File: config.mk
export PLATFORM = sky130hd
export DESIGN_NAME = nibcrc_lane_judge
export DESIGN_NICKNAME = d
export VERILOG_FILES = /design/src/rtl/nibcrc_pkg.sv /design/src/rtl/nibcrc_lane_judge.sv
export SDC_FILE = /design/constraint.sdc
export NUM_CORES = 1
export LEC_CHECK = 0
export ABC_AREA = 0
export BUFFER_PORTS_ARGS = -buffer_cell sky130_fd_sc_hd__buf_2
export CORE_MARGIN = 8
export CORE_UTILIZATION = 45
export CTS_CLUSTER_DIAMETER = 120
export DETAILED_ROUTE_END_ITERATION = 12
export PLACE_DENSITY = 0.82
export SLEW_MARGIN = 20
export SYNTH_ARGS = -nofsm -noshare
export SYNTH_HDL_FRONTEND = slang
export SYNTH_SLANG_ARGS = --single-unit
File: constraint.sdc
create_clock -name clk -period 1.6 [get_ports clk]
set_input_delay 0.24 -clock clk [delete_from_list [all_inputs] [get_ports clk]]
set_output_delay 0.24 -clock clk [all_outputs]
set_load 0.05 [all_outputs]
File: src/rtl/nibcrc_pkg.sv
package nibcrc_pkg;

    localparam int          CRC_W    = 32;
    localparam logic [31:0] CRC_POLY = 32'h04C1_1DB7;
    localparam logic [31:0] CRC_SEED = 32'hFFFF_FFFF;

    typedef logic [CRC_W-1:0] crc_t;

    typedef enum logic {
        MODE_CHECK   = 1'b0,
        MODE_CAPTURE = 1'b1
    } run_mode_e;

    // Decoded per-cycle frame control shared by all lanes
    typedef struct packed {
        logic      take;   // word enters the CRC this cycle
        logic      open;   // reload seed before this word
        logic      close;  // frame finishes this cycle
        run_mode_e mode;
    } frame_ctl_t;

    // One serial CRC step, data bit shifted in at the top
    function automatic crc_t crc_shift_bit(crc_t cur, logic din);
        logic fb;
        fb = cur[CRC_W-1] ^ din;
        return {cur[CRC_W-2:0], 1'b0} ^ (fb ? CRC_POLY : '0);
    endfunction

endpackage

File: src/rtl/nibcrc_lane_judge.sv
module nibcrc_lane_judge
    import nibcrc_pkg::*;
(
    input  logic       clk,
    input  logic       rst,
    input  frame_ctl_t ctl,
    input  crc_t       crc_final,
    output crc_t       ref_q,
    output logic       err_q,
    output logic       miss_now
);
    logic do_capture;
    logic do_check;

    assign do_capture = ctl.close && (ctl.mode == MODE_CAPTURE);
    assign do_check   = ctl.close && (ctl.mode == MODE_CHECK);
    assign miss_now   = do_check && (crc_final != ref_q);

    always_ff @(posedge clk) begin
        if (rst) begin
            ref_q <= '0;
            err_q <= 1'b0;
        end else begin
            if (do_capture) ref_q <= crc_final;
            if (do_check)   err_q <= miss_now;
        end
    end
endmodule

==> summary.md <==
| Metric | Value |
|---|---|
| Core Util, Final | `about 67%` |
| DP Worst Slack | `-0.0286 ns` |
| Met3 wire length | `around 340 um` |
| RR Endpoint | `err_q$_SDFFE_PP0P_` |
| Longest Clk Path Bufs | `2` |
| Highest Signal Layer | `met4` |
| Compound-Gate Fraction of Synth Area | `12.3%` |
| Crit path cell chain | `xnor2_2 > nand4_1 > nor4_2 > buf_4 > a311oi_4 > buf_6` |
| Fin. max-slew vios | `0` |
| Part of the power in registers | `roughly half` |
| Buf+Inv Stages, Crit Path | `2` |
| Die extent in y | `73.7 um` |
| Ports | `between 70 and 80` |
| CTS tree | `yes` |
| PD cells | `~840 mW/mm^2` |
| Synthesized area | `around 0.0015 sq mm` |
| Critical Path AT | `1.73 ns` |
| Status | `finished, violations left` |
| Final setup fails | `1` |
| Sw frac | `approximately a third` |
| RSZ-0062 raised after global routing | `true` |
| Net Switching | `0.592 mW` |
| Grt total ovfl | `0` |
| GRT Total Usage | `between 15 and 20%` |
| Worst Max-Slew Pin Slew | `0.353 ns` |
| Setup ws final | `-0.368 ns` |
| FF-to-FF setup slack | `0.14 ns` |
| R2R depth | `6` |
| Num rows | `21` |
| Total power | `1.82 mW` |
| Finished Layout Cells | `316` |
| Critical path depth in cells | `6` |
| Setup CP Type | `flop to output pin` |
| Post-synthesis simple-gate area fraction | `21.6%` |
| Number of buffers added on ports | `69` |
| TritonRoute pass-1 iters | `4` |
| Root Buffer | `clkbuf_4` |
| Clock Skew | `0.00573 ns` |
| Synth warnings | `0` |
| Max Cap Viol | `0` |
| Antenna violations before repair | `0` |
| Nets | `307` |
| Via total after detailed routing | `1529` |
| Synth Area in XOR/XNOR | `18.7%` |
| Fin crit period | `around 2.0 ns` |
| Failing checks | `negative setup slack` |
| Placed inst area | `between 0.002 and 0.0025 sq mm` |
| Antenna Cells | `0` |
| Gpl congestion | `roughly 0.78` |
| Mapped Nets | `about 230` |
| Initial Util | `46.0%` |
| Hold Path Sink | `ref_q[16]$_SDFFE_PP0P_` |
| VDD IR max | `0.576 mV` |
| Gate power share | `24.8%` |
| CP max stage cell | `dfxtp_2` |
| CP startpoint kind | `flop` |
| Die W | `73.7 um` |
| Reg-to-Reg Start | `ref_q[0]$_SDFFE_PP0P_` |
| Combinational family with the most area after synthesis | `simple AND/OR/NAND/NOR gates` |
| WHS | `0.140 ns` |
| Final worst path period share | `123%` |
| Metal-1 WL | `1.80 mm` |
| Hold depth | `3` |
| CP Capture Type | `output pin` |
| Multiplexer area fraction after synthesis | `0%` |
| First-pass GRT wire length | `7.00 mm` |
| Hpwl dp | `3.25 mm` |
| Fillers | `308` |
| Setup Total Neg Slack | `-0.368 ns` |
| Crit path max-delay family | `simple AND/OR/NAND/NOR gates` |
| Peak Freq | `just over 0.5 GHz` |
| Pleak | `0.934 nW` |
| Unique masters post-synth | `15` |
| Die area | `0.00544 sq mm` |
| Avg WL per Cell | `~13 um` |
| CP max FO | `2` |
| Clock Power Share | `26.9%` |
| 1st-iter DRT viols | `72` |
| CTS sink count | `33` |
| Normalized max-slew margin | `76.5%` |
| Syn Area/Cell | `~7.9 sq um` |
| Met2 routed WL | `between 2 and 2.5 mm` |
| Final Hold Viols | `0` |
| Placeable Area | `between 0.003 and 0.004 sq mm` |
| Post-Synth Adder-Cell Area | `0%` |
| CP Data Required Time | `1.36 ns` |
| Sequential share of the synthesized area | `44.0%` |
| Hold WC Path Type | `input pin to flop` |
| Vias in the first global route | `1565` |
| Num CTS Buffers | `5` |
| Clock transition at path regs | `0.10 ns` |
| Internal | `1.23 mW` |
| DRT antenna net count | `0` |
| Yosys reg bits | `33` |
| Crit-path max cell delay | `0.35 ns` |
| Hold Crit Start | `crc_final[16]` |
| # DRC | `0` |
| Cells after Synth | `between 150 and 200` |
| Vias per cell | `4.84` |
| Htree depth | `2` |
| Cts hold-fix bufs | `0` |
| Layout cells sized above 1 | `between 40% and 50%` |
| Clock Latency Late Sink | `0.34 ns` |
| Synth-to-layout area growth | `45.3%` |
| DRT Wirelength | `4.26 mm` |
| Post-route cell area | `between 0.002 and 0.0025 sq mm` |
| Placed cells | `304` |
| Largest net degree at the start of global routing | `18` |
layer usage:
layer / up-vias / track usage, %
li1: 776 / -
met1: 696 / 18.5
met2: 49 / 28.0
met3: 8 / 6.00
met4: 0 / 7.98
met5: - / 0
how the worst max path moves through the flow:
| stage | from | to | slack [ns] |
|---|---|---|---|
| after CTS | ref_q[0]$_SDFFE_PP0P_ | miss_now | -0.38 |
| after detailed placement | crc_final[24] | miss_now | -0.03 |
| after floorplan | ref_q[27]$_SDFFE_PP0P_ | miss_now | 0.006 |
| after global routing | ref_q[0]$_SDFFE_PP0P_ | miss_now | -0.45 |
| after global placement | crc_final[17] | miss_now | -0.03 |
| final | ref_q[0]$_SDFFE_PP0P_ | miss_now | -0.37 |
synth_stat cells:
library cell	number	share of area, %
nand2_1	65	16
dfxtp_1	33	44
a21oi_1	32	11
xnor2_1	32	19
nand4_1	8	3.3
buf_2	4	1.3
clkbuf_1	4	1.0
buf_1	3	0.75
nor2_1	3	0.75
a311oi_1	1	0.58
a41oi_1	1	0.58
and2_1	1	0.42
inv_1	1	0.25
nor4_2	1	0.83
o21bai_1	1	0.50
area by class of cell:
| class | count | area, sq um | share of cell area (%) |
|---|---|---|---|
| Inverter | 1 | 3.75 | 0.172 |
| Multi-Input combinational cell | 145 | 860 | 39.4 |
| Timing Repair Buffer | 83 | 457 | 21.0 |
| Tap cell | 46 | 57.6 | 2.64 |
| Clock buffer | 8 | 58.8 | 2.70 |
| Sequential cell | 33 | 743 | 34.1 |
worst register-to-register path, cell delays in order, from the launching register on:
cell	delay [ns]
dfxtp_2	0.35
xnor2_2	0.14
nand4_1	0.17
nor4_2	0.31
buf_4	0.18
buf_4	0.10
a41oi_1	0.10
placed cells by master (no fill, tap or decap):
cell,count
dfxtp_2,15
buf_6,1
xnor2_1,25
a41oi_1,1
a311oi_4,1
nor4_2,1
dfxtp_1,1
nand2_1,65
clkbuf_8,1
dfxtp_4,17
nand4_1,8
buf_4,14
nor2_1,3
xnor2_2,7
buf_2,68
inv_1,1
a21oi_1,32
clkbuf_4,5
o21bai_1,1
and2_1,1
clkbuf_1,2
sequential cells by signal, summed over array words and instances, names as in the netlist:
signal and cells:
ref_q 32, err_q 1
logic make-up (layout without fill, tap and decap cells):
kind of cell | count (synthesis) | count (layout)
XOR/XNOR | 32 | 32
AND/OR/NAND/NOR | 78 | 78
buffers and inverters | 12 | 92
AO/OA/AOI/OAI | 35 | 35
flip-flops | 33 | 33
repair_timing:
action,CTS,global route
setup buffers,4,0
resized for setup,7,2
setup endpoints to repair,1,1
pin swaps,6,3
power by group through the flow:
| stage | Clock [mW] | Combinational [mW] | Sequential (mW) |
|---|---|---|---|
| 3_3_place_gp | 0 | 0.429 | 0.897 |
| 3_5_place_dp | 0 | 0.433 | 0.899 |
| 2_1_floorplan | 0 | 0.155 | 1.03 |
| 5_1_grt | 0.534 | 0.488 | 0.887 |
| 4_1_cts | 0.504 | 0.451 | 0.881 |
| 6_report | 0.490 | 0.451 | 0.882 |
(Power assumes the default switching activity.)
